[config.mk]
export PLATFORM = sky130hd
export DESIGN_NAME = sem_bank
export DESIGN_NICKNAME = d
export VERILOG_FILES = /design/src/rtl/sem_pkg.sv /design/src/rtl/sem_port_dec.sv /design/src/rtl/sem_cell.sv /design/src/rtl/sem_bank.sv
export SDC_FILE = /design/constraint.sdc
export NUM_CORES = 1
export LEC_CHECK = 0
export BUFFER_PORTS_ARGS = -buffer_cell sky130_fd_sc_hd__buf_2
export CORE_MARGIN = 2
export CORE_UTILIZATION = 56
export DETAILED_ROUTE_END_ITERATION = 10
export HOLD_SLACK_MARGIN = 0.12
export PLACE_DENSITY = 0.91
export SLEW_MARGIN = 20
export SYNTH_ARGS = -nofsm -noshare
export SYNTH_HDL_FRONTEND = slang
export SYNTH_HIERARCHICAL = 1
export SYNTH_SLANG_ARGS = --single-unit
[constraint.sdc]
create_clock -name clk -period 3.2 [get_ports clk]
set_clock_uncertainty 0.2 [all_clocks]
set_input_delay 0.64 -clock clk [delete_from_list [all_inputs] [get_ports clk]]
set_output_delay 0.64 -clock clk [all_outputs]
set_load 0.02 [all_outputs]
[src/rtl/sem_pkg.sv]
package sem_pkg;
   localparam int DATA_W   = 32;
   localparam int LOCK_BIT = 31;
endpackage

[src/rtl/sem_port_dec.sv]
module sem_port_dec #(
   parameter int NUM_SEM = 32,
   parameter int ADDR_W  = 10,
   parameter int ID_LSB  = 8,
   parameter int ID_W    = 4
) (
   input  logic                      we,
   input  logic [ADDR_W-1:0]         addr,
   input  logic [sem_pkg::DATA_W-1:0] wdata,
   output logic [NUM_SEM-1:0]        hit,
   output logic                      is_lock,
   output logic [ID_W-1:0]           id,
   output logic                      in_range,
   output logic [ADDR_W-3:0]         index
);
   assign index    = addr[ADDR_W-1:2];
   assign in_range = (int'(index) < NUM_SEM);
   assign is_lock  = wdata[sem_pkg::LOCK_BIT];
   assign id       = wdata[ID_LSB +: ID_W];

   for (genvar k = 0; k < NUM_SEM; k++) begin : g_hit
      assign hit[k] = we && (int'(index) == k);
   end
endmodule

[src/rtl/sem_cell.sv]
module sem_cell #(
   parameter int NUM_PORTS = 2,
   parameter int ID_W      = 4
) (
   input  logic                      clk,
   input  logic                      rst_n,
   input  logic [NUM_PORTS-1:0]      hit,
   input  logic [NUM_PORTS-1:0]      lock,
   input  logic [NUM_PORTS*ID_W-1:0] id,
   output logic                      held,
   output logic [ID_W-1:0]           owner
);
   logic [NUM_PORTS-1:0] grant;
   logic                 any_grant;
   logic                 rel_ok;
   logic [ID_W-1:0]      new_id;

   always_comb begin
      grant     = '0;
      any_grant = 1'b0;
      new_id    = '0;
      rel_ok    = 1'b0;
      for (int p = 0; p < NUM_PORTS; p++) begin
         if (hit[p] && !lock[p] && (id[p*ID_W +: ID_W] == owner)) rel_ok = 1'b1;
         if (!any_grant && hit[p] && lock[p]) begin
            grant[p]  = 1'b1;
            any_grant = 1'b1;
            new_id    = id[p*ID_W +: ID_W];
         end
      end
   end

   always_ff @(posedge clk) begin
      if (!rst_n) begin
         held  <= 1'b0;
         owner <= '0;
      end else if (held) begin
         if (rel_ok) begin
            held  <= 1'b0;
            owner <= '0;
         end
      end else if (any_grant) begin
         held  <= 1'b1;
         owner <= new_id;
      end
   end

   a_r1_free_after_reset: assert property (@(posedge clk) disable iff (!rst_n)
      $rose(rst_n) |-> !held);
   a_r2_take_needs_request: assert property (@(posedge clk) disable iff (!rst_n)
      $rose(held) |-> $past(|(hit & lock)));
   a_r4_free_needs_release: assert property (@(posedge clk) disable iff (!rst_n)
      $fell(held) |-> $past(|(hit & ~lock)));
   a_r3_owner_stable: assert property (@(posedge clk) disable iff (!rst_n)
      (held && $past(held)) |-> $stable(owner));
   a_r6_single_grant: assert property (@(posedge clk) disable iff (!rst_n)
      $onehot0(grant));
endmodule

[src/rtl/sem_bank.sv]
module sem_bank #(
   parameter int NUM_SEM   = 32,
   parameter int NUM_PORTS = 2,
   parameter int ADDR_W    = 10,
   parameter int ID_LSB    = 8,
   parameter int ID_W      = 4
) (
   input  logic                                 clk,
   input  logic                                 rst_n,
   input  logic [NUM_PORTS-1:0]                 bus_we,
   input  logic [NUM_PORTS*ADDR_W-1:0]          bus_addr,
   input  logic [NUM_PORTS*sem_pkg::DATA_W-1:0] bus_wdata,
   output logic [NUM_PORTS*sem_pkg::DATA_W-1:0] bus_rdata
);
   localparam int DW = sem_pkg::DATA_W;
   localparam int IW = ADDR_W - 2;
   localparam logic [DW-1:0] LIVE_MASK =
      (DW'(1) << sem_pkg::LOCK_BIT) | (((DW'(1) << ID_W) - DW'(1)) << ID_LSB);

   if (NUM_SEM * 4 > (1 << ADDR_W)) begin : g_bad_window
      $error("sem_bank: address window too small for NUM_SEM");
   end
   if (ID_LSB + ID_W > sem_pkg::LOCK_BIT) begin : g_bad_id
      $error("sem_bank: identifier field overlaps lock flag");
   end
   if (NUM_PORTS < 1) begin : g_bad_ports
      $error("sem_bank: need at least one port");
   end

   logic [NUM_SEM-1:0]   hit_pk  [NUM_PORTS];
   logic [NUM_PORTS-1:0] lock_v;
   logic [NUM_PORTS*ID_W-1:0] id_v;
   logic [NUM_PORTS-1:0] in_rng;
   logic [IW-1:0]        idx     [NUM_PORTS];
   logic [NUM_SEM-1:0]   held;
   logic [ID_W-1:0]      owner   [NUM_SEM];

   for (genvar p = 0; p < NUM_PORTS; p++) begin : g_port
      sem_port_dec #(
         .NUM_SEM(NUM_SEM), .ADDR_W(ADDR_W), .ID_LSB(ID_LSB), .ID_W(ID_W)
      ) i_dec (
         .we       (bus_we[p]),
         .addr     (bus_addr[p*ADDR_W +: ADDR_W]),
         .wdata    (bus_wdata[p*DW +: DW]),
         .hit      (hit_pk[p]),
         .is_lock  (lock_v[p]),
         .id       (id_v[p*ID_W +: ID_W]),
         .in_range (in_rng[p]),
         .index    (idx[p])
      );

      logic [DW-1:0] word;
      always_comb begin
         word = '0;
         for (int k = 0; k < NUM_SEM; k++) begin
            if (in_rng[p] && (int'(idx[p]) == k) && held[k]) begin
               word = (DW'(1) << sem_pkg::LOCK_BIT) | (DW'(owner[k]) << ID_LSB);
            end
         end
      end
      assign bus_rdata[p*DW +: DW] = word;

      a_r7_out_of_range_zero: assert property (@(posedge clk) disable iff (!rst_n)
         (int'(bus_addr[p*ADDR_W+2 +: IW]) >= NUM_SEM) |-> (bus_rdata[p*DW +: DW] == '0));
      a_r9_undefined_bits_zero: assert property (@(posedge clk) disable iff (!rst_n)
         ((bus_rdata[p*DW +: DW] & ~LIVE_MASK) == '0));
   end

   for (genvar k = 0; k < NUM_SEM; k++) begin : g_sem
      logic [NUM_PORTS-1:0] hit_k;
      for (genvar p = 0; p < NUM_PORTS; p++) begin : g_t
         assign hit_k[p] = hit_pk[p][k];
      end
      sem_cell #(.NUM_PORTS(NUM_PORTS), .ID_W(ID_W)) i_cell (
         .clk   (clk),
         .rst_n (rst_n),
         .hit   (hit_k),
         .lock  (lock_v),
         .id    (id_v),
         .held  (held[k]),
         .owner (owner[k])
      );
   end
endmodule

==> results list, run 1 <==
* Number of clock sinks: 160
* Total routing resource utilization after global routing: 78.5%
* Setup Slack @ Placement: -0.886 ns
* H-tree Lvls: 4
- Final worst endpoint reported by repair_timing after global routing: bus_rdata[11]
- Entering global routing, the biggest net connects 121 pins.
* Result of the run: did not finish
- Number of cells produced by synthesis: 2,358
- Each instance of the synthesized netlist takes up on average 7.10 um^2.
- For this run, the number of Yosys warnings is 6.
* Register area share after synthesis: 19.1%
- Io pins: 152
- GR Overflow Total: 264
- Combined area of all synthesized cells: 16,800 um^2
- Synthesis instantiated 81 different standard cells from the library.
* Chip height: 177 um
- It got as far as 5_1_grt and failed there.
- Clk Tree Root Cell: clkbuf_16
- Number of I/O port buffers: 39
* Async S/R FF share, synth: 0%
* Flip-flop and latch count after synthesis: 160
- Buffers inserted to repair hold after CTS numbered 0.
* Placed inst area: 19,700 um^2
- In this run the horizontal extent of the chip is 177 um.
* Most common flop cell mapped by yosys: dfxtp_1
* Error that stopped the run: [ERROR GRT-0232] Routing congestion too high. Check the congestion heatmap in the GUI.
* Initial standard-cell utilization of the core: 56.7%
- After the last repair the worst path ends at an output port.
* Number of standard-cell rows in the floorplan: 63
- Number of flops mapped to enable cells by yosys: 0
* RD Place Congestion: 1.26
- The HPWL after detailed placement is 49,900 um.
- CTS max path bufs: 2
- Counting the buffers created by CTS gives 17.
## cell usage after synthesis (all sizes together) (9+ instances only)
cell type  number  area share, %
o21ai         199            5.9
a221oi         10           0.60
a21oi          65            1.9
and3           17           0.63
clkbuf         41           0.93
nand2         313            7.5
xor2          192             10
nand2b         47            1.8
o211ai         14           0.63
o221ai          9           0.51
nor2           41           0.92
xnor2          64            3.3
o22ai         143            6.5
mux2i           9           0.54
a31oi          16           0.60
and4           12           0.63
inv            19           0.43
nand3         440             13
a32oi           9           0.47
dfxtp         160             19
a211oi         10           0.45
nor3          119            3.6
buf           105            4.5
nand4          56            2.1
nand4b         69            3.6
a22oi          14           0.63
nor4           42            2.7
## timing repair
item,CTS
pin swaps,55
gates cloned,1
endpoints found under the hold margin,0
setup buffers,17
resized for setup,154
endpoints found under the setup margin,10
## per-stage QoR
stage	TNS (ns)	hold slack, ns	cells
CTS	-4.22	0.373	3087
detailed placement	-6.17	0.362	3040
floorplan	-0.646	0.286	2411
global placement	-5.59	0.343	3040
## kinds of logic after synthesis
group,Yosys count,share of synthesized area [%]
AOI/OAI and AO/OA,545,21.3
xor gates and xnor gates,256,13.4
buffers and inverters,165,5.82
DFF,160,19.1
muxes,10,0.605
other,1,0.0224
and+or+nand+nor,1221,39.7
## per-layer routing
metal / track usage [%] / GRT overflow
met5: 59.0 / 7
met4: 74.2 / 74
met3: 71.3 / 29
met2: 87.7 / 124
met1: 78.7 / 30
==> run 2, diff against run 1 <==
--- a/config.mk
+++ b/config.mk
@@ -7,10 +7,9 @@
 export LEC_CHECK = 0
 export BUFFER_PORTS_ARGS = -buffer_cell sky130_fd_sc_hd__buf_2
 export CORE_MARGIN = 2
-export CORE_UTILIZATION = 56
+export CORE_UTILIZATION = 40
 export DETAILED_ROUTE_END_ITERATION = 10
-export HOLD_SLACK_MARGIN = 0.12
-export PLACE_DENSITY = 0.91
+export PLACE_DENSITY_LB_ADDON = 0.15
 export SLEW_MARGIN = 20
 export SYNTH_ARGS = -nofsm -noshare
 export SYNTH_HDL_FRONTEND = slang
==> constraint.sdc (replaced) <==
create_clock -name clk -period 4.2 [get_ports clk]
set_clock_uncertainty 0.2 [all_clocks]
set_input_delay 0.84 -clock clk [delete_from_list [all_inputs] [get_ports clk]]
set_output_delay 0.84 -clock clk [all_outputs]
set_load 0.02 [all_outputs]
==> run 2 against run 1 <==
Against the previous run:
- the flow now finishes, with violations (negative setup slack)
- synthesized cell count unchanged
- area after synthesis stayed put
==> results list, run 2 <==
- Register with the most flip-flops: g_sem.i_cell/owner
- Once layout is done, the placed cells without fillers occupy 20,400 um^2.
- Result of the run: finished, violations left
- RD Place Congestion: 1.04
- DIE AREA: 43,500 um^2
- Setup repair after global routing could not meet its margin everywhere.
- OpenSTA, run right after detailed placement, puts the worst setup slack at -0.234 ns.
* Number of cells produced by synthesis: 2,358
* Insertion delay of the later-clocked pin in the worst-skew pair: 0.51 ns
- Most common flop cell mapped by yosys: dfxtp_1
* Switching share of total power: 30.9%
- Most common cell in the synthesized netlist: nand3_1
- Commonest non-fill, non-tap cell in the layout: nand3_1
- Post-synthesis average cell area: 7.10 um^2
- Wirelength, routed: 74,400 um
- The initial utilization of the core area, before any placement, comes to 40.8%.
- Clock-pin slew was measured on the worst setup and hold paths at 0.07 ns.
- Combinational logic burns 17.6% of the power.
* Number of buffers inserted during clock tree synthesis: 17
- Flip-flop count of the largest register, all copies and words added: 128
* DR vias/cell: 6.52
- For this run, asynchronously set or reset flops after synthesis account for 0%.
- In this run, synthesis produced a sequential element count of 160.
- Entering global routing, the biggest net connects 193 pins.
- In the post-route analysis, the smallest setup slack over all paths is -0.123 ns.
* Data required time at the worst endpoint: 3.16 ns
- In the global route stage, overall resource usage came out at 33.4%.
- At the worst endpoint, the arrival time is 3.28 ns.
* Clock power frac: 43.2%
- Number of I/O port buffers: 39
- The region available for standard cell placement spans 41,100 um^2.
- Half-perimeter wire length of the detailed placement result: 52,000 um
- During synthesis, Yosys emitted a total of 6 warnings.
* Placed inst area: 19,100 um^2
- The worst-case IR drop observed on VDD is 0.290 mV.
- The tree is rooted in a clkbuf_16.
- Number of flops mapped to enable cells by yosys: 0
- After detailed routing, the number of remaining DRC violations is 0.
- Ratio of final minimum period to clock period: 103%
- Registers are responsible for 39.1% of the overall power.
- Shortest period the worst path allows: 4.32 ns
- The clock passes through at most 2 buffers.
- The initialized floorplan defines 74 standard-cell rows.
- The number of global-route vias before repair is 18,800.
- The hold violation total from the final report was 0.
- Measured along the x axis, the die boundary spans 209 um.
- The final layout contains 2,692 nets.
- First-pass iteration count of the detailed router: 6
- Average wire per standard cell: 23.6 um
* Relative slew margins: 21.8%
- The top cell types in the final layout, fill and taps aside, are 438 x nand3_1, 278 x nand2_1, 265 x buf_4.
- GR Overflow Total: 0
- The synthesized netlist contains 81 unique library cells.
- TritonCTS built the clock tree.
- Final design utilization: 49.6%
- Final Slew Violations: 0
* Iteration-0 DRC count of the detailed router: 2,511
- Failing checks: negative setup slack
* Register area share after synthesis: 19.1%
* Power density over the cells: 192 nW/um^2
- Counting the fill cells in the layout gives 4,173.
* Total inserted antenna cells: 0
* Class of the most critical hold timing path: reg -> reg
- The number of antenna violations at the first check in global routing came to 0.
* Maximum frequency from static timing analysis: 231 MHz
- H-tree Lvls: 4
- Classification of the worst setup path: in -> out
- Chip height: 209 um
* Signed area change from the synthesized netlist to the final layout: 21.7%
- By count the netlist is led by 439 x nand3_1, 281 x nand2_1, 198 x o21ai_0, 192 x xor2_1, 160 x dfxtp_1.
- Endpoint class of the critical path: output port
* Slew at the pin with the worst max-slew slack: 1.17 ns
* Largest registers: g_sem.i_cell/owner x128, g_sem.i_cell/held x32
* Startpoint kind of the worst setup timing path: input pin
- Worst hold slack across all endpoints: 0.359 ns
- Summed over all instances, the cell type with the most area after synthesis is dfxtp_1.
* Via count: 20,500
- Summed over its instances, the top area cell type makes up 19.1% of the synthesized netlist area.
- Fraction of final layout cells with drive strength greater than 1: 20.4%
- The first global-routing pass estimated 113,000 um of wire.
- Crit path max fanout: 6
- Counting every sink on the clock net gives 160.
- Number of maximum-capacitance constraint violations: 0
- Internal power consumption: 0.00270 W
- Routed Antenna Nets: 0
* Area contributors post-synth: dfxtp_1 19%, nand3_1 13%, xor2_1 10%, nand2_1 6.3%, o21ai_0 5.9%
* Combined area of all synthesized cells: 16,800 um^2
* Setup violations, final: 4
* Net load switching power: 0.00121 W
- Io pins: 152
* Leakage power figure: 8.18 nW
[run 2: cell counts after synthesis]
Identical to the previous run, type by type.
[run 2: cell families (layout without fill, tap and decap cells)]
| logic type | Yosys count | in the layout | synth area share, % |
|---|---|---|---|
| and+or+nand+nor | 1221 | 1221 | 39.7 |
| AOI/OAI and AO/OA | 545 | 545 | 21.3 |
| xor gates and xnor gates | 256 | 256 | 13.4 |
| muxes | 10 | 10 | 0.605 |
| buffers and inverters | 165 | 371 | 5.82 |
| other | 1 | 54 | 0.0224 |
| DFF | 160 | 160 | 19.1 |
[run 2: area by class of cell]
type	count	area, um^2	share of cell area, %
clock buffers	23	478	2.34
clock inverters	9	130	0.638
inverters	19	71.3	0.350
multi-input cells	2086	13200	64.8
flip-flops and latches	160	3200	15.7
well taps	532	666	3.27
repair buffers	320	2640	12.9
[run 2: path summary, 6_finish.rpt]
path | cells past startpoint | to | startpoint | slack [ns]
max | 14 | bus_rdata[11] | bus_addr[9] | -0.12
min | 1 | g_sem[16].i_cell/held$_SDFF_PN0_ | g_sem[16].i_cell/held$_SDFF_PN0_ | 0.36
max reg2reg | 5 | g_sem[11].i_cell/held$_SDFF_PN0_ | g_sem[11].i_cell/owner[1]$_SDFFE_PN0P_ | 2.54
min reg2reg | 1 | g_sem[16].i_cell/held$_SDFF_PN0_ | g_sem[16].i_cell/held$_SDFF_PN0_ | 0.36
[run 2: power groups by stage]
stage	Clock (W)	Combinational (W)	Sequential, W
2_1_floorplan	0	0.000413	0.00156
4_1_cts	0.00173	0.000659	0.00153
3_3_place_gp	0	0.000641	0.00156
3_5_place_dp	0	0.000649	0.00156
5_1_grt	0.00180	0.000719	0.00153
6_report	0.00169	0.000688	0.00153
[run 2: stage by stage]
| step | cells | total power, W | setup TNS, ns |
|---|---|---|---|
| detailed placement | 3101 | 0.00221 | -1.23 |
| floorplan | 2411 | 0.00197 | 0 |
| CTS | 3141 | 0.00392 | -0.0597 |
| finish | 3149 | 0.00390 | -0.191 |
| global route | 3149 | 0.00404 | -0.450 |
| global placement | 3101 | 0.00220 | -1.01 |
[run 2: repair_timing]
item                                    in CTS  in global routing
hold buffers                                 0                  0
pin swaps                                   19                 47
gates resized for setup                     54                 77
hold endpoints to repair                     0                  0
endpoints found under the setup margin      10                 10
setup buffers                                8                  9
[run 2: layer usage]
| layer | GRT usage [%] | vias up | routed length [um] |
|---|---|---|---|
| li1 | - | 9319 | - |
| met1 | 43.8 | 9894 | 30800 |
| met2 | 52.0 | 1122 | 33600 |
| met3 | 7.21 | 209 | 6720 |
| met4 | 16.2 | 0 | 3330 |
| met5 | 0 | - | 0 |
[run 2: critical path, stage by stage]
cell	delay, ns
buf_8	0.08
nor3_4	0.04
buf_6	0.13
nor3b_4	0.15
buf_4	0.14
buf_6	0.13
and4_4	0.18
nor4bb_2	0.49
o211ai_1	0.17
o211ai_1	0.23
buf_4	0.18
a221oi_4	0.08
a22oi_2	0.28
buf_6	0.16
Note: power is estimated with default switching activity, not from simulation.
==> run 3, diff against run 2 <==
--- a/config.mk
+++ b/config.mk
@@ -6,6 +6,7 @@
 export NUM_CORES = 1
 export LEC_CHECK = 0
 export BUFFER_PORTS_ARGS = -buffer_cell sky130_fd_sc_hd__buf_2
+export CORE_ASPECT_RATIO = 0.6
 export CORE_MARGIN = 2
 export CORE_UTILIZATION = 40
 export DETAILED_ROUTE_END_ITERATION = 10
==> run 3 against run 2 <==
Against the previous run:
- the flow still finishes with violations (negative setup slack)
- setup slack got worse by 0.060 ns
- register-to-register slack lost 0.12 ns
- global-route usage increased by 3.2 points
- first-iteration DRC count up 44%
==> results list, run 3 (same netlist as run 2, synthesis figures left out) <==
- The worst-case IR drop observed on VDD is 0.253 mV.
* Half-perimeter wire length of the detailed placement result: 60,500 um
- The worst hold path begins at g_sem[23].i_cell/owner[2]$_SDFFE_PN0P_.
- Power density over the cells: 189 nW/um^2
- Biggest cell delay along the critical path: 0.30 ns
- Met2 WL post-DR: 32,200 um
- After layout, the worst setup slack is -0.183 ns.
- The worst setup path is captured at an output port.
- Iteration-0 DRC count of the detailed router: 3,622
* Wire length the detailed router placed on met1: 36,900 um
* Clk Tree Root Cell: clkbuf_16
- In this run the worst hold path is classified as reg -> reg.
- The register with the most flip-flops in the layout has 128 of them.
- Largest registers: g_sem.i_cell/owner x128, g_sem.i_cell/held x32
* Total routing resource utilization after global routing: 36.6%
* Hold buffer count at cts: 0
* Highest-delay cell along the critical path: a221o_1
- During I/O placement, the number of pins put on the boundary was 152.
* Total length of routed met3 wires: 11,200 um
- The die is 163 um tall.
- Area of the core region: 41,600 um^2
- Count of endpoints failing hold in the final timing report: 0
* Setup violations, final: 5
- The initial utilization of the core area, before any placement, comes to 40.3%.
- 0 antenna diodes ended up in the layout.
* Failing checks: negative setup slack
- DR vias/cell: 6.58
* Unrepaired setup endpoints after global routing: true
- In the final routed layout, each cell accounts on average for 25.8 um.
- No sink is reached through more buffers than the 2 on the longest clock path.
- The number of antenna violations at the first check in global routing came to 0.
* First-pass iteration count of the detailed router: 8
* H-tree Lvls: 4
- Critical Path AT: 3.34 ns
* Tot Pwr: 0.00390 W
- Crit path max fanout: 6
* Number of cells traversed by the worst hold path: 2
- Number of global-route vias before repair: 18,700
- Launching point of the worst reg2reg path: g_sem[17].i_cell/owner[3]$_SDFFE_PN0P_
* Leakage power figure: 8.25 nW
- Of the cells placed in the final design, the portion with a size suffix greater than 1 is 20.5%.
- Ranked by flip-flop count, first place goes to g_sem.i_cell/owner.
* DIE AREA: 43,600 um^2
* Wirelength, routed: 82,200 um
- For the pin with the worst max-slew slack, the measured transition is 1.01 ns.
* Drt drc: 0
* Number of standard-cell rows in the floorplan: 58
* Worst hold endpoint: g_sem[23].i_cell/owner[2]$_SDFFE_PN0P_
- Summed over all layers, the global routing overflow is 0.
- The final critical path takes up 104% of the cycle.
- Via count: 21,000
- RD Place Congestion: 1.07
* Number of I/O port buffers: 39
- Insertion delay of the later-clocked pin in the worst-skew pair: 0.47 ns
- Data required time at the worst endpoint: 3.16 ns
- Most frequent CP cell: buf_6
* Net count, final: 2,695
- Result of the run: finished, violations left
- Number of maximum-capacitance constraint violations: 0
- Shortest period the worst path allows: 4.38 ns
- Number of clock sinks: 160
- Clock tree from TritonCTS: done
- The critical path is of the in -> out type.
* Setup slack on the worst flop-to-flop path: 2.42 ns
- Derived from the worst setup path, the maximum achievable clock frequency is 228 MHz.
* Routed Antenna Nets: 0
* Clock slew at reported path FFs: 0.09 ns
- Horizontal extent of the die: 268 um
- Relative slew margins: 32.4%
- Prior to clock tree synthesis, the placed netlist has a worst setup slack of -0.616 ns.
- Highest metal layer with signal wires: met4
- Terminus of the critical flop-to-flop path: g_sem[17].i_cell/owner[2]$_SDFFE_PN0P_
- Signed area change from the synthesized netlist to the final layout: 23.0%
- TritonCTS created 17 clock buffers.
- Cell-by-cell listing of the critical path: buf_8, nor3_4, buf_12, buf_6, and3b_2, buf_6, buf_6, buf_6, a221o_1, a21oi_1, buf_4, o211ai_1, nor4b_2, nand4_1, buf_4
* Number of cells on the worst reg-to-reg path: 5
- Leaving out fill and tap cells, the most frequent cells in the layout are 439 x nand3_1, 279 x nand2_1, 255 x buf_4.
* Startpoint kind of the worst setup timing path: input pin
- The total count of max-transition violations in the final report is 0.
- Commonest non-fill, non-tap cell in the layout: nand3_1
- The first global-routing pass estimated 121,000 um of wire.
- Pin count of the biggest net entering global routing: 109
## run 3: changes by cell type in the layout (fill, tap and decap cells not counted), sizes merged
cell | before | now
bufinv | 3 | 0
inv | 20 | 28
clkbuf | 23 | 17
clkinvlp | 1 | 2
buf | 320 | 323
## run 3: power by group
group / switching (W) / internal, W
clock: 0.000863 / 0.000803
combinational: 0.000500 / 0.000210
sequential: 0.00000928 / 0.00152
## run 3: final cells by class
type                            count  area (um^2)
Fill cell                        4172        21000
Multi-Input combinational cell   2086        13200
Sequential cell                   160         3200
Timing Repair Buffer              323         2820
Tap cell                          570          713
Clock buffer                       17          425
Clock inverter                     15          166
Inverter                           19         71.3
## run 3: worst max-delay path: cells and delay by family
family	cells	cell delay, ns
simple gates	4	0.84
compound gates	3	0.54
buf+inv	8	1.09
## run 3: worst max path at each step
| stage | start | endpoint | slack (ns) | cells past startpoint |
|---|---|---|---|---|
| 5_1_grt | bus_addr[9] | bus_rdata[31] | -0.20 | 15 |
| 3_3_place_gp | bus_addr[7] | bus_rdata[10] | -0.67 | 13 |
| 6_report | bus_addr[9] | bus_rdata[31] | -0.18 | 15 |
| 2_1_floorplan | bus_addr[17] | bus_rdata[40] | 0.09 | 9 |
| 3_5_place_dp | bus_addr[7] | bus_rdata[10] | -0.62 | 13 |
| 4_1_cts | bus_addr[9] | bus_rdata[8] | -0.18 | 15 |
## run 3: through the flow
stage / hold slack [ns] / area (um^2) / utilization [%] / TNS [ns] / instances
finish: 0.384 / 20600 / 49.6 / -0.450 / 3190
global route: 0.406 / 20600 / 49.6 / -0.771 / 3190
CTS: 0.377 / 20300 / 48.9 / -0.564 / 3185
detailed placement: 0.357 / 19400 / 46.6 / -2.36 / 3153
global placement: 0.354 / 19400 / 46.6 / -2.73 / 3153
floorplan: 0.286 / 17000 / - / 0 / 2411
## run 3: per-layer routing
metal,GRT usage (%),up-vias
li1,-,9319
met1,55.8,10000
met2,49.4,1453
met3,10.3,165
met4,8.74,0
met5,0,-
## run 3: what timing repair did
item | in CTS | in global routing
pin swaps | 32 | 31
endpoints found under the setup margin | 10 | 10
resized for setup | 81 | 51
buffers inserted | 4 | 7
